### config.mk
export PLATFORM = sky130hd
export DESIGN_NAME = fs_field_scan
export DESIGN_NICKNAME = d
export VERILOG_FILES = /design/src/rtl/fs_pkg.sv /design/src/rtl/fs_lane_cmp.sv /design/src/rtl/fs_drain.sv /design/src/rtl/fs_field_scan.sv
export SDC_FILE = /design/constraint.sdc
export NUM_CORES = 1
export LEC_CHECK = 0
export ABC_AREA = 1
export BUFFER_PORTS_ARGS = -buffer_cell sky130_fd_sc_hd__clkbuf_2
export CORE_ASPECT_RATIO = 1.25
export CORE_UTILIZATION = 42
export CTS_BUF_LIST = sky130_fd_sc_hd__clkbuf_8
export DETAILED_ROUTE_END_ITERATION = 7
export GPL_TIMING_DRIVEN = 0
export HOLD_SLACK_MARGIN = 0.08
export PLACE_DENSITY_LB_ADDON = 0.25
export SLEW_MARGIN = 10
export SYNTH_ARGS = -nofsm -noshare
export SYNTH_HDL_FRONTEND = slang
export SYNTH_SLANG_ARGS = --single-unit
### constraint.sdc
create_clock -name clk -period 3.1 [get_ports clk]
set_input_delay 0.775 -clock clk [delete_from_list [all_inputs] [get_ports clk]]
set_output_delay 0.775 -clock clk [all_outputs]
set_load 0.05 [all_outputs]
### src/rtl/fs_pkg.sv
package fs_pkg;
  typedef logic [7:0] byte_t;

  // Bitwise XNOR, then two levels of AND: nibbles first, then the pair.
  function automatic logic byte_hit(input byte_t c, input byte_t d);
    byte_t eq;
    logic lo, hi;
    eq = ~(c ^ d);
    lo = &eq[3:0];
    hi = &eq[7:4];
    return lo & hi;
  endfunction
endpackage

### src/rtl/fs_lane_cmp.sv
module fs_lane_cmp #(
  parameter int N = 32
) (
  input  logic [8*N-1:0]    data,
  input  fs_pkg::byte_t     peek,
  input  fs_pkg::byte_t     delim,
  output logic [N-1:0]      raw_hit,
  output logic              peek_hit
);
  for (genvar k = 0; k < N; k++) begin : g_lane
    assign raw_hit[k] = fs_pkg::byte_hit(data[8*k +: 8], delim);
  end
  assign peek_hit = fs_pkg::byte_hit(peek, delim);
endmodule

### src/rtl/fs_drain.sv
module fs_drain #(
  parameter int W  = 33,
  localparam int IW = $clog2(W)
) (
  input  logic [W-1:0]  pend,
  output logic          any,
  output logic [IW-1:0] idx,
  output logic [W-1:0]  rest
);
  always_comb begin
    idx = '0;
    for (int i = W - 1; i >= 0; i--) begin
      if (pend[i]) idx = IW'(i);
    end
  end
  assign any  = |pend;
  assign rest = pend & (pend - W'(1));
endmodule

### src/rtl/fs_field_scan.sv
module fs_field_scan #(
  parameter int N  = 32,
  parameter int LW = 16,
  localparam int FW = N + 1,
  localparam int IW = $clog2(FW)
) (
  input  logic             clk,
  input  logic             rst_n,
  input  logic             cfg_load,
  input  logic [7:0]       cfg_delim,
  input  logic             start,
  input  logic [LW-1:0]    str_len,
  input  logic             in_valid,
  output logic             in_ready,
  input  logic [8*N-1:0]   in_data,
  input  logic [N-1:0]     in_mask,
  input  logic [7:0]       in_peek,
  output logic             out_valid,
  input  logic             out_ready,
  output logic [LW-1:0]    out_offset,
  output logic [FW-1:0]    blk_flags,
  output logic             done,
  output logic [LW-1:0]    field_count,
  output logic             busy
);
  // position base+k lies inside the string of length l
  function automatic logic in_str(input logic [LW-1:0] b, input int unsigned k,
                                  input logic [LW-1:0] l);
    logic [LW:0] p;
    p = {1'b0, b} + (LW+1)'(k);
    return p < {1'b0, l};
  endfunction

  logic [7:0]    delim_q;
  logic [LW-1:0] len_q, base_q, blk_base, cnt_q;
  logic [FW-1:0] pend_q, flags_q;
  logic          busy_q, done_q;

  logic [N-1:0]  raw_hit, live, hit, nbr, lane_we;
  logic          peek_raw, peek_hit;
  logic [FW-1:0] new_flags, rest;
  logic [IW-1:0] idx;
  logic          any_pend, more_in, accept, pop, finish;

  fs_lane_cmp #(.N(N)) u_cmp (
    .data(in_data), .peek(in_peek), .delim(delim_q),
    .raw_hit(raw_hit), .peek_hit(peek_raw)
  );

  for (genvar k = 0; k < N; k++) begin : g_rule
    assign live[k] = in_mask[k] & in_str(base_q, k, len_q);
    assign hit[k]  = raw_hit[k] & live[k];
    if (k == N - 1) begin : g_top
      assign nbr[k] = peek_hit;
    end else begin : g_mid
      assign nbr[k] = hit[k+1];
    end
    assign lane_we[k] = hit[k] & ~nbr[k] & in_str(base_q, k + 1, len_q);
  end

  assign peek_hit  = peek_raw & in_str(base_q, N, len_q);
  assign new_flags = {lane_we, (base_q == '0)};

  fs_drain #(.W(FW)) u_drain (
    .pend(pend_q), .any(any_pend), .idx(idx), .rest(rest)
  );

  assign more_in    = in_str(base_q, 0, len_q);
  assign in_ready   = busy_q & ~any_pend & more_in;
  assign accept     = in_valid & in_ready;
  assign out_valid  = any_pend;
  assign out_offset = blk_base + LW'(idx);
  assign pop        = out_valid & out_ready;
  assign finish     = busy_q & ~any_pend & ~more_in;

  always_ff @(posedge clk) begin
    if (!rst_n) begin
      delim_q  <= '0;
      len_q    <= '0;
      base_q   <= '0;
      blk_base <= '0;
      cnt_q    <= '0;
      pend_q   <= '0;
      flags_q  <= '0;
      busy_q   <= 1'b0;
      done_q   <= 1'b0;
    end else begin
      done_q <= 1'b0;
      if (!busy_q) begin
        if (cfg_load) delim_q <= cfg_delim;
        if (start) begin
          busy_q <= 1'b1;
          len_q  <= str_len;
          base_q <= '0;
          cnt_q  <= '0;
          pend_q <= '0;
        end
      end else begin
        if (accept) begin
          pend_q   <= new_flags;
          flags_q  <= new_flags;
          blk_base <= base_q;
          base_q   <= base_q + LW'(N);
        end else if (pop) begin
          pend_q <= rest;
          cnt_q  <= cnt_q + LW'(1);
        end
        if (finish) begin
          busy_q <= 1'b0;
          done_q <= 1'b1;
        end
      end
    end
  end

  assign blk_flags   = flags_q;
  assign done        = done_q;
  assign field_count = cnt_q;
  assign busy        = busy_q;
endmodule

# Yosys cells after proc, flatten, opt, wreduce, memory -nomap -nowiden
# Cells that the tools add are included.
classes:
  eq_ne: 4
  muxes: 47
  n_bitwise: 269
  n_addsub: 36
  shifts: 0
  n_mul: 0
  n_reduce_logical: 76
  div_mod_pow: 0
  order_cmp: 33
op_table:
  columns: ["op", "n"]
  rows:
  - ["$lt A17 B16 Y1", 32]
  - ["$add A16 B5 Y17 const B", 16]
  - ["$not A8 Y8", 33]
  - ["$reduce_and A4 Y1", 66]
  - ["$xor A8 B8 Y8", 33]
  - ["$mux W6", 33]
  - ["$and A1 B1 Y1", 167]
  - ["$add A16 B4 Y17 const B", 8]
  - ["$mux W33", 4]
  - ["$mux W16", 6]
  - ["$add A16 B3 Y17 const B", 4]
  - ["$not A1 Y1", 35]
  - ["$add A16 B2 Y17 const B", 2]
  - ["$and A33 B33 Y33", 1]
  - ["$reduce_or A33 Y1", 1]
  - ["$sub A33 B1 Y33 const B", 1]
  - ["$add A16 B1 Y17 const B", 1]
  - ["$add A16 B6 Y17 const B", 1]
  - ["$add A16 B1 Y16 const B", 1]
  - ["$add A16 B6 Y16", 1]
  - ["$add A16 B6 Y16 const B", 1]
  - ["$logic_not A16 Y1", 1]
  - ["$lt A16 B16 Y1", 1]
  - ["$reduce_and A2 Y1", 6]
  - ["6 further kinds", 10]
totals:
  latchBits: 0
  inputBits: 326
  reg_bits: 140
  mem_bits_ro: 0
  memories: 0
  ramBits: 0

# Depth between registers and ports, before layout
logic_depth:
  ltp_word: 34
  mapped_depth: 31

# Hierarchy
# A second synthesis with hierarchy kept.
hier_totals:
  hier_cells: 2744
  area_unflattened_um2: 13885.8
modules_own_cells:
  columns: ["mod", "n_inst", "area_each_um2", "cells_each"]
  rows:
  - ["fs_field_scan", 1, 7759.9, 1201]
  - ["fs_lane_cmp", 1, 5323.9, 1351]
  - ["fs_drain", 1, 802.0, 192]

# Least setup slack after synthesis
# OpenSTA, ideal clock, no wires.
synth_path:
  path_type: "register -> output"
  start: "reg pend_q[12]"
  end: "out out_offset[15]"
  path_slack_ns: -0.642
  n_path_buf: 0
  path_stages_with_launch: 19
  arrival_ns: 2.967
  cell_sequence: "dfxtp_1 -> nor2_1 -> inv_2 -> nor2_2 -> inv_1 -> nor2_4 -> nand2_4 -> nor2_1 -> inv_1 -> nor2_1 -> inv_1 -> nor4_1 -> ha_1 -> nand2_1 -> nor2_1 -> nand4_1 -> nor2_1 -> nand4_1 -> xnor2_1"
synth_via:
  elab_chain_len: 14
synth_lines:
  columns: ["item", "line", "text"]
  rows:
  - ["from (decl)", "fs_field_scan.sv:36", "logic [FW-1:0] pend_q, flags_q;"]
  - ["from (signal assigned)", "fs_field_scan.sv:100", "pend_q <= new_flags;"]
  - ["from (signal assigned)", "fs_field_scan.sv:105", "pend_q <= rest;"]
  - ["$mux W6 (13 in a row)", "fs_drain.sv:13", "if (pend[i]) idx = IW'(i);"]
  - ["$add A16 B6 Y16", "fs_field_scan.sv:72", "assign out_offset = blk_base + LW'(idx);"]
  - ["to (decl)", "fs_field_scan.sv:20", "output logic [LW-1:0] out_offset,"]
# No other way between the ends.

# Worst setup path after layout
# Ends and elaborated chain as after synthesis.

==> metrics.cfg <==
[timing]
tightest_slew_ns=1.15
min_period_over_period_pct=132
slew_viol_final=0
tns_ns=-8.54
finClkSkew_ns=0.0216
finalSetupViolCount=13
rsz0062_at_grt=true
report.final.hold_viol_count=0
maxSlewHeadroom_pct=23.6
max_freq_mhz=245
fin_crit_ns=4.08
fin_ws_ns=-0.982

[final_layout]
final_cell_area_um2=15900
fin_util_pct=58.6
drive_above_1_share_pct=31.4
syn_to_final_growth_pct=35.5
layout.nets=2697

[critical_path]
endpoint_kind=output pin
reg2reg_slack_ns=0.01
crit_top_cell=nor2_4
cp_slowest_cell=dfxtp_4
path_cells=nor2_4 -> inv_2 -> nor2_4 -> inv_2 -> nor2_4 -> nand2_4 -> nor2_4 -> inv_2 -> nor2_4 -> inv_2 -> nor4_4 -> ha_4 -> nand2_4 -> nor2_4 -> nand4_1 -> nor2_2 -> nand4_1 -> xnor2_4 -> buf_12
cpPeakStageDelay_ns=0.37
critPathLaunchType=register
reg2reg_depth=12
critPathArrivalTime_ns=3.31
required_ns=2.32
critical_path_class=reg -> out
cp_max_fo=4

[logic_synthesis]
synthArstFlopShare_pct=0
synth_cell_types=58
yosysTopAreaCellShare_pct=22.2
synth_compound_area_share_pct=21.9
synthTopCellsByArea=dfxtp_1, nand2_1, a21oi_1
syn_area_um2=11700
synth_top_family_by_area=simple AND/OR/NAND/NOR gates
synth_fp_nets=2225
yosysWarnings=0
synth.area.mux_share_pct=0
synth_seq_cells=130
synth_enable_flop_cells=0
seq_area_frac_synth_pct=22.2
yosys.area.top_type=dfxtp_1
synth-main-ff-cell=dfxtp_1
yosys.area_share.simple_pct=29.2
postSynthAreaPerCell_um2=6.36
synthCells=1842
synthXorXnorAreaFrac_pct=9.80
synthAdderAreaFrac_pct=6.09

[global_routing]
grt_pass1_wl_um=87100
grt_max_degree=17
antenna_found_initial=7
grt_pass1_vias=15000
grt.total_usage_pct=41.7
gr-total-overflow=0

[pwr]
vdd_ir_drop_max_mv=0.283
power.leakage_nw=7.63
total_power_mw=5.34
power_density_nw_per_um2=336

[route]
drt_wl_total_um=60700
drt_first_pass_iters=6
num_vias=15500
vias_per_cell=5.80
detail-route-antenna-nets=0
route.detailed.drc=0
drt-initial-drc-count=1181
routedWlPerCell_um=22.7

[die]
dieArea_um2=28600
pin_count=395
core_um2=27100
die_w_um=151
rows=67
start_util_pct=43.2
chipHeight_um=189

[job]
maxCapViolations=0

[clock_network]
clock_latency_ns=0.49
clock_path_buffers=2
tritoncts=built
cts_max_level=4
cts_root_buffer=clkbuf_8
hold_buffers=0
clk_pin_slew_worst_paths_ns=0.08
clkSinkCount=130
numCtsBuffers=17

[hold_path]
min_path_type=reg -> reg
min_path_cells=2

[outcome]
status=finished with violations
violations=negative setup slack

[placement]
dp_slack_ns=-1.14
placed_area_um2=14200
finalWeightedCongestion=1.03
dp_hpwl_um=48900
io_buffers=393

==> power breakdown <==
group / switching, mW / internal [mW] / total [mW]
logic: 1.20 / 0.651 / 1.85
clock network: 0.761 / 0.967 / 1.73
registers: 0.0468 / 1.71 / 1.75
total: 2.01 / 3.32 / 5.34
==> routing by layer <==
layer | vias up | track usage, % | wire, um
met5 | - | 0 | 0
met4 | 0 | 29.3 | 4730
met3 | 265 | 7.85 | 5320
met2 | 934 | 69.5 | 28000
met1 | 7168 | 47.3 | 22600
li1 | 7156 | - | -
==> flip-flops by register name (all words and copies together), names as in the netlist <==
register / flops
pend_q: 33
blk_base: 11
busy: 1
done: 1
len_q: 16
field_count: 16
base_q: 11
delim_q: 8
blk_flags: 33
==> synth_stat cells, types with 44 or more instances <==
master and count:
o21ai_0 156, nand2_1 356, nand3_1 46, nor3_1 50
nor2_1 156, ha_1 57, clkbuf_1 67, inv_1 196
xnor2_1 44, nand4_1 47, dfxtp_1 130, xor2_1 87
a21oi_1 177
==> placed cells by master (no fill, tap or decap), types with 12 or more instances in the layout <==
master	n
nand4_1	47
nor4_1	27
clkbuf_1	47
xor2_1	84
nor2_2	20
dfxtp_1	106
nor3_1	42
buf_4	62
nor2_1	137
buf_2	27
nor2_4	22
o21ai_0	154
o22ai_1	26
inv_1	183
or2_2	12
ha_1	50
xnor2_1	40
clkbuf_8	25
clkbuf_2	394
dfxtp_2	17
a211oi_1	21
a21oi_1	169
nand3_1	38
nand2_1	349
inv_2	32
==> final cells by class <==
class                   count  area, um^2
diodes                      7        17.5
plain buffers             104         495
clock buffers              21         289
clock inverters            10         170
fillers                  2688       11200
inverters                 216         815
multi-input cells        1391        8440
flip-flops and latches    130        2650
well taps                 345         432
repair buffers            453        2550
repair inverters            1        5.00
==> critical path: cells and delay by family (launching register included) <==
kind / cells / cell delay (ns)
simple gates: 12 / 1.57
buf+inv: 5 / 0.39
flops: 1 / 0.37
xor+xnor: 1 / 0.24
fa+ha+maj: 1 / 0.23
==> final timing paths <==
path / startpoint / to
max: pend_q[12]$_SDFFE_PN0P_ / out_offset[15]
min: pend_q[32]$_SDFFE_PN0P_ / pend_q[32]$_SDFFE_PN0P_
max reg2reg: delim_q[3]$_SDFFE_PN0P_ / pend_q[31]$_SDFFE_PN0P_
min reg2reg: pend_q[32]$_SDFFE_PN0P_ / pend_q[32]$_SDFFE_PN0P_
==> what timing repair did <==
action,4_1_cts,5_1_grt
gates resized for setup,106,123
pin swaps,36,45
gates cloned,0,1
buffers inserted,44,30
endpoints found under the setup margin,60,66
hold endpoints to repair,0,0
==> metrics by stage <==
stage          hold slack, ns  cells
2_1_floorplan           0.445   1842
5_1_grt                 0.490   2678
3_5_place_dp            0.459   2581
3_3_place_gp            0.455   2580
6_report                0.467   2678
4_1_cts                 0.470   2646
==> logic make-up after synthesis <==
logic type / Yosys count
and+or+nand+nor: 752
AOI/OAI and AO/OA: 450
buffers and inverters: 321
xor gates and xnor gates: 131
DFF: 130
adders and majority gates: 57
other: 1
Power figures use the tool's default switching activity.
